## src/rtl/dram_dec_pkg.sv

```systemverilog
package dram_dec_pkg;

    typedef enum logic [2:0] {
        OP_IDLE     = 3'd0,
        OP_READ     = 3'd1,
        OP_WRITE    = 3'd2,
        OP_RMW      = 3'd3,
        OP_RAS_ONLY = 3'd4,
        OP_CBR      = 3'd5
    } dram_op_e;

    localparam int unsigned NUM_LANES = 2;

endpackage

```

## src/rtl/dram_sync.sv

```systemverilog
module dram_sync #(
    parameter int unsigned   W       = 1,
    parameter logic [W-1:0]  RST_VAL = '0
) (
    input  logic         clk,
    input  logic         rst_n,
    input  logic [W-1:0] din,
    output logic [W-1:0] dout
);
    for (genvar b = 0; b < W; b++) begin : g_bit
        logic meta_q;
        logic sync_q;
        always_ff @(posedge clk or negedge rst_n) begin
            if (!rst_n) begin
                meta_q <= RST_VAL[b];
                sync_q <= RST_VAL[b];
            end else begin
                meta_q <= din[b];
                sync_q <= meta_q;
            end
        end
        assign dout[b] = sync_q;
    end
endmodule

```

## src/rtl/dram_refresh_ctr.sv

```systemverilog
module dram_refresh_ctr #(
    parameter int unsigned W = 9
) (
    input  logic         clk,
    input  logic         rst_n,
    input  logic         inc,
    output logic [W-1:0] row
);
    logic [W-1:0] cnt_d, cnt_q;

    always_comb begin
        cnt_d = cnt_q;
        if (inc) cnt_d = cnt_q + 1'b1;
    end

    always_ff @(posedge clk or negedge rst_n) begin
        if (!rst_n) cnt_q <= '0;
        else        cnt_q <= cnt_d;
    end

    assign row = cnt_q;
endmodule

```

## src/rtl/dram_cycle_fsm.sv

```systemverilog
module dram_cycle_fsm
    import dram_dec_pkg::*;
#(
    parameter int unsigned ADDR_W = 9
) (
    input  logic                  clk,
    input  logic                  rst_n,
    input  logic                  ras_n_s,
    input  logic                  lcas_n_s,
    input  logic                  ucas_n_s,
    input  logic                  we_n_s,
    input  logic                  oe_n_s,
    input  logic [ADDR_W-1:0]     addr_s,
    input  logic [ADDR_W-1:0]     ctr_row,
    output logic                  ctr_inc,
    output logic [2*ADDR_W-1:0]   word_addr,
    output dram_op_e              op,
    output logic                  valid,
    output logic [NUM_LANES-1:0]  lane_we,
    output logic [NUM_LANES-1:0]  lane_oe
);
    typedef struct packed {
        logic [ADDR_W-1:0]    row;
        logic [ADDR_W-1:0]    col;
        dram_op_e             op;
        logic                 valid;
        logic [NUM_LANES-1:0] we;
        logic [NUM_LANES-1:0] oe;
        logic                 in_cbr;
        logic                 pend_ro;
        logic                 rd_done;
        logic                 wr_done;
        logic                 p_ras_n;
        logic                 p_cas;
        logic                 p_we_n;
        logic                 p_oe_n;
    } fsm_st_t;

    fsm_st_t st_d, st_q;
    logic    inc_d;

    logic                 cas_on;
    logic [NUM_LANES-1:0] lanes;
    logic                 ras_fall, ras_rise, cas_fall, we_fall, oe_fall;

    always_comb begin
        lanes    = {~ucas_n_s, ~lcas_n_s};
        cas_on   = |lanes;
        ras_fall = st_q.p_ras_n & ~ras_n_s;
        ras_rise = ~st_q.p_ras_n & ras_n_s;
        cas_fall = ~st_q.p_cas & cas_on;
        we_fall  = st_q.p_we_n & ~we_n_s;
        oe_fall  = st_q.p_oe_n & ~oe_n_s;

        st_d         = st_q;
        st_d.valid   = 1'b0;
        st_d.we      = '0;
        st_d.p_ras_n = ras_n_s;
        st_d.p_cas   = cas_on;
        st_d.p_we_n  = we_n_s;
        st_d.p_oe_n  = oe_n_s;
        inc_d        = 1'b0;

        if (ras_fall) begin
            if (cas_on) begin
                st_d.in_cbr  = 1'b1;
                st_d.row     = ctr_row;
                st_d.op      = OP_CBR;
                st_d.valid   = 1'b1;
                st_d.pend_ro = 1'b0;
            end else begin
                st_d.in_cbr  = 1'b0;
                st_d.row     = addr_s;
                st_d.pend_ro = 1'b1;
                st_d.rd_done = 1'b0;
                st_d.wr_done = 1'b0;
            end
        end else if (ras_rise) begin
            if (st_q.in_cbr) begin
                inc_d       = 1'b1;
                st_d.in_cbr = 1'b0;
            end else if (st_q.pend_ro) begin
                st_d.op      = OP_RAS_ONLY;
                st_d.valid   = 1'b1;
                st_d.pend_ro = 1'b0;
            end
        end else if (!ras_n_s && !st_q.in_cbr) begin
            if (cas_fall) begin
                st_d.col     = addr_s;
                st_d.pend_ro = 1'b0;
                st_d.oe      = '0;
                st_d.rd_done = 1'b0;
                st_d.wr_done = 1'b0;
                if (!we_n_s) begin
                    st_d.op      = OP_WRITE;
                    st_d.valid   = 1'b1;
                    st_d.we      = lanes;
                    st_d.wr_done = 1'b1;
                end else if (!oe_n_s) begin
                    st_d.op      = OP_READ;
                    st_d.valid   = 1'b1;
                    st_d.oe      = lanes;
                    st_d.rd_done = 1'b1;
                end
            end else if (cas_on) begin
                if (we_fall && !st_q.wr_done) begin
                    st_d.op      = st_q.rd_done ? OP_RMW : OP_WRITE;
                    st_d.valid   = 1'b1;
                    st_d.we      = lanes;
                    st_d.wr_done = 1'b1;
                end else if (oe_fall && we_n_s && !st_q.rd_done) begin
                    st_d.op      = OP_READ;
                    st_d.valid   = 1'b1;
                    st_d.oe      = lanes;
                    st_d.rd_done = 1'b1;
                end
            end
        end

        if (oe_n_s) st_d.oe = '0;
        if (ras_n_s && !cas_on) begin
            st_d.oe = '0;
            if (!st_d.valid) st_d.op = OP_IDLE;
        end
    end

    always_ff @(posedge clk or negedge rst_n) begin
        if (!rst_n) begin
            st_q         <= '0;
            st_q.op      <= OP_IDLE;
            st_q.p_ras_n <= 1'b1;
            st_q.p_we_n  <= 1'b1;
            st_q.p_oe_n  <= 1'b1;
            ctr_inc      <= 1'b0;
        end else begin
            st_q    <= st_d;
            ctr_inc <= inc_d;
        end
    end

    assign word_addr = {st_q.row, st_q.col};
    assign op        = st_q.op;
    assign valid     = st_q.valid;
    assign lane_we   = st_q.we;
    assign lane_oe   = st_q.oe;
endmodule

```

## src/rtl/dram_cycle_decoder.sv

```systemverilog
module dram_cycle_decoder
    import dram_dec_pkg::*;
#(
    parameter int unsigned ADDR_W = 9
) (
    input  logic                 clk,
    input  logic                 rst_n,
    input  logic                 ras_n,
    input  logic                 lcas_n,
    input  logic                 ucas_n,
    input  logic                 we_n,
    input  logic                 oe_n,
    input  logic [ADDR_W-1:0]    addr_in,
    output logic [2*ADDR_W-1:0]  word_addr,
    output logic [2:0]           op_code,
    output logic                 op_valid,
    output logic [1:0]           byte_we,
    output logic [1:0]           byte_oe,
    output logic [ADDR_W-1:0]    refresh_row
);
    localparam int unsigned NSTB = 5;
    localparam int unsigned SW   = NSTB + ADDR_W;
    localparam logic [SW-1:0] SYNC_RST = {{NSTB{1'b1}}, {ADDR_W{1'b0}}};

    logic [SW-1:0]     sync_in, sync_out;
    logic [ADDR_W-1:0] ctr_row;
    logic              ctr_inc;
    dram_op_e          op;

    assign sync_in = {ras_n, lcas_n, ucas_n, we_n, oe_n, addr_in};

    dram_sync #(.W(SW), .RST_VAL(SYNC_RST)) i_sync (
        .clk  (clk),
        .rst_n(rst_n),
        .din  (sync_in),
        .dout (sync_out)
    );

    dram_refresh_ctr #(.W(ADDR_W)) i_ctr (
        .clk  (clk),
        .rst_n(rst_n),
        .inc  (ctr_inc),
        .row  (ctr_row)
    );

    dram_cycle_fsm #(.ADDR_W(ADDR_W)) i_fsm (
        .clk      (clk),
        .rst_n    (rst_n),
        .ras_n_s  (sync_out[SW-1]),
        .lcas_n_s (sync_out[SW-2]),
        .ucas_n_s (sync_out[SW-3]),
        .we_n_s   (sync_out[SW-4]),
        .oe_n_s   (sync_out[SW-5]),
        .addr_s   (sync_out[ADDR_W-1:0]),
        .ctr_row  (ctr_row),
        .ctr_inc  (ctr_inc),
        .word_addr(word_addr),
        .op       (op),
        .valid    (op_valid),
        .lane_we  (byte_we),
        .lane_oe  (byte_oe)
    );

    assign op_code     = op;
    assign refresh_row = ctr_row;
endmodule


```

## config.mk

```make
export PLATFORM = sky130hd
export DESIGN_NAME = dram_cycle_decoder
export DESIGN_NICKNAME = d
export VERILOG_FILES = /design/src/rtl/dram_dec_pkg.sv /design/src/rtl/dram_sync.sv /design/src/rtl/dram_refresh_ctr.sv /design/src/rtl/dram_cycle_fsm.sv /design/src/rtl/dram_cycle_decoder.sv
export SDC_FILE = /design/constraint.sdc
export NUM_CORES = 1
export LEC_CHECK = 0
export ABC_AREA = 1
export BUFFER_PORTS_ARGS = -buffer_cell sky130_fd_sc_hd__clkbuf_2
export CELL_PAD_IN_SITES_DETAIL_PLACEMENT = 0
export CELL_PAD_IN_SITES_GLOBAL_PLACEMENT = 2
export CORE_UTILIZATION = 30
export CTS_CLUSTER_DIAMETER = 120
export DETAILED_ROUTE_END_ITERATION = 10
export PLACE_DENSITY_LB_ADDON = 0.25
export SKIP_LAST_GASP = 1
export SLEW_MARGIN = 25
export SYNTH_ARGS = -nofsm -noshare
export SYNTH_HDL_FRONTEND = slang
export SYNTH_SLANG_ARGS = --single-unit
```

## constraint.sdc

```tcl
create_clock -name clk -period 2 [get_ports clk]
set_input_delay 0 -clock clk [delete_from_list [all_inputs] [get_ports clk]]
set_output_delay 0 -clock clk [all_outputs]
set_load 0.005 [all_outputs]
```

==> impl_metrics.ini <==
[pwr]
ir_drop_mv = 0.493
p_switching_uw = 1040
intPower_uw = 2400
share_comb_of_total_power = 0.162
power.total_uw = 3440
switching_share = 0.302
clkPwrFrac = 0.320
pwr-share-seq = 0.518
leakagePower_uw = 0.00176
p_per_area_nw_per_um2 = 938

[grt]
antenna_found_initial = 0
grt_pass1_vias = 2128
gr-total-overflow = 0
grt_max_degree = 59
grt_pass1_wl_mm = 10.7
grt_usage = 0.138

[floorplan]
core.rowCount = 36
die_w_um = 103
ioPinCount = 51
die-area_um2 = 10600
core_area_um2 = 9860
die_y_um = 103
initial_core_util = 0.311

[logic_synthesis]
synthFlopType = dfrtp_1
ys_types = 34
synth_nets = 291
ys_ff_latch = 72
syn_area_um2 = 3070
synthArstFlopShare = 1.00
ys_warn_count = 0
synth_cells = 271
synth-edff-count = 0
ys_seq_area_frac = 0.592
syn_area_per_cell_um2 = 11.3

[placement]
gp_congestion = 0.752
dp_hpwl_mm = 4.44
portBuffers = 50
pre_cts_slack_ns = 0.194

[timing]
fin_skew_ns = 0.0102
tns_ns = 0
setup_ws_ns = 0.205
fmax_mhz = 557
period_needed_ns = 1.79
finalCritPeriodShare = 0.897
report.final.slew_viol_count = 0
tightest_slew_ns = 0.413
rsz0062_at_grt = no
hold_ws_ns = 0.101
relSlewSlack = 0.725
hold_viol = 0
setup_viol = 0

[drt]
via_per_inst = 4.24
highest_layer = met4
wl_met2_mm = 3.04
vias = 1953
ant_nets = 0
wl_per_cell_um = 13.6
wl_mm = 6.28
dr.pass1.iters = 4
wl_met1_mm = 2.92
drtIter0Drc = 43
route.met3.wl_um = 213
drcViolationCount = 0

[clocking]
cts.path.max_buffers = 2
root_buffer = clkbuf_8
cts.sinks = 72
cts_tree = done
post_cts_resized = 0
numCtsBuffers = 9
htreeDepth = 3
path_clk_slew_ns = 0.09
clk_latency_ns = 0.35

[job]
drv_cap = 0

[critical_path]
endpoint_kind = flop
required_ns = 2.27
arrival_ns = 2.07
crit_fanout = 5
path_class = reg -> reg
startpoint_type = flop

[layout]
mostFrequentLayoutCells = dfrtp_1 (59), clkbuf_2 (49), nand2_1 (42)
finish.utilization = 0.372
syn2layout_area_growth_pct = 19.4
drive_above_1_share = 0.338
fin_nets = 343
final_common_cell = dfrtp_1
n_antenna_cell = 0

[outcome]
status = completed

[worst_hold_path]
hold_class = in -> async
Yosys cell counts (2+ instances only):
master     n  area (µm²)
nand3b_1   2        15.0
nor2_1     5        18.8
nand4_1    2        12.5
dfrtp_1   59        1480
inv_1     25        93.8
inv_2      2        7.51
nand3_1   21         105
xor2_1     7        61.3
o211ai_1   6        45.0
a21oi_1    9        45.0
inv_6      2        17.5
clkbuf_1   2        7.51
dfstp_2   13         342
mux2_4     9         135
nand2_1   42         158
ha_1       4        50.1
o21ai_1    6        30.0
o21ai_0    5        25.0
nor2_8     2        40.0
buf_4     26         195
nor2_4     3        33.8
nor3_1     4        20.0
nor3_2     4        40.0
layer usage:
metal	global-route usage	vias up
met2	0.231	42
met4	0.0498	0
met3	0.0407	9
met1	0.168	939
li1	-	963
met5	0	-
final cells by class:
class,instances,area [µm²]
fillers,1015,6200
clock inverters,7,62.6
well taps,133,166
clock buffers,9,124
repair buffers,70,450
flip-flops and latches,72,1820
multi-input cells,141,926
inverters,29,119
worst max-delay path, cell delays in order (launching register included):
cell     delay, ns
dfstp_2       0.60
inv_1         0.07
ha_1          0.25
nor2_2        0.12
nand2_1       0.13
nor2_1        0.15
nand3_1       0.13
nand2_1       0.11
o21ai_1       0.06
a21oi_1       0.11
cells by family (layout without fill, tap and decap cells):
group | count (synthesis) | after routing | share of synthesized area
and+or+nand+nor | 90 | 90 | 0.158
buffers and inverters | 58 | 115 | 0.106
xor gates and xnor gates | 7 | 7 | 0.0200
DFF | 72 | 72 | 0.592
muxes | 9 | 9 | 0.0440
adders and majority gates | 4 | 4 | 0.0163
AOI/OAI and AO/OA | 31 | 31 | 0.0636
worst paths after layout:
kind | startpoint | to | slack (ns) | cells after the start
setup reg to reg | i_sync.g_bit[13].sync_q | i_fsm.op[0] | 0.21 | 9
hold reg to reg | i_sync.g_bit[0].meta_q | i_sync.g_bit[0].sync_q | 0.35 | 0
min in group clk | ras_n | i_sync.g_bit[13].meta_q | 0.28 | 2
max in group asynchronous | rst_n | i_fsm.st_q[3] | 1.20 | 3
setup / recovery | i_sync.g_bit[13].sync_q | i_fsm.op[0] | 0.21 | 9
hold / removal | rst_n | i_fsm.lane_oe[0] | 0.10 | 2
power by group through the flow:
| stage | combinational [µW] | clock [µW] | sequential (µW) |
|---|---|---|---|
| 3_5_place_dp | 541 | 0 | 1810 |
| 3_3_place_gp | 538 | 0 | 1820 |
| 4_1_cts | 567 | 1140 | 1790 |
| 2_1_floorplan | 449 | 0 | 1760 |
| 5_1_grt | 632 | 1220 | 1810 |
| 6_report | 558 | 1100 | 1780 |
state kept, by name, summed over array words and instances, names as in the netlist:
register             cells
i_ctr.row                9
i_fsm.ctr_inc            1
i_fsm.lane_oe            2
i_fsm.lane_we            2
i_fsm.op                 3
i_fsm.st_q               8
i_fsm.valid              1
i_fsm.word_addr         18
i_sync.g_bit.meta_q     14
i_sync.g_bit.sync_q     14
per-stage QoR:
step / instance area [µm²] / std cells
after global placement: 3310 / 428
after CTS: 3650 / 459
after global routing: 3670 / 461
after floorplan: 3070 / 271
final: 3670 / 461
after detailed placement: 3310 / 428
timing repair:
action	4_1_cts	5_1_grt
hold endpoints to repair	76	0
buffers inserted	0	2
hold buffers	15	0
endpoints found under the setup margin	0	1
No activity file was read; power rests on OpenSTA's default activity.
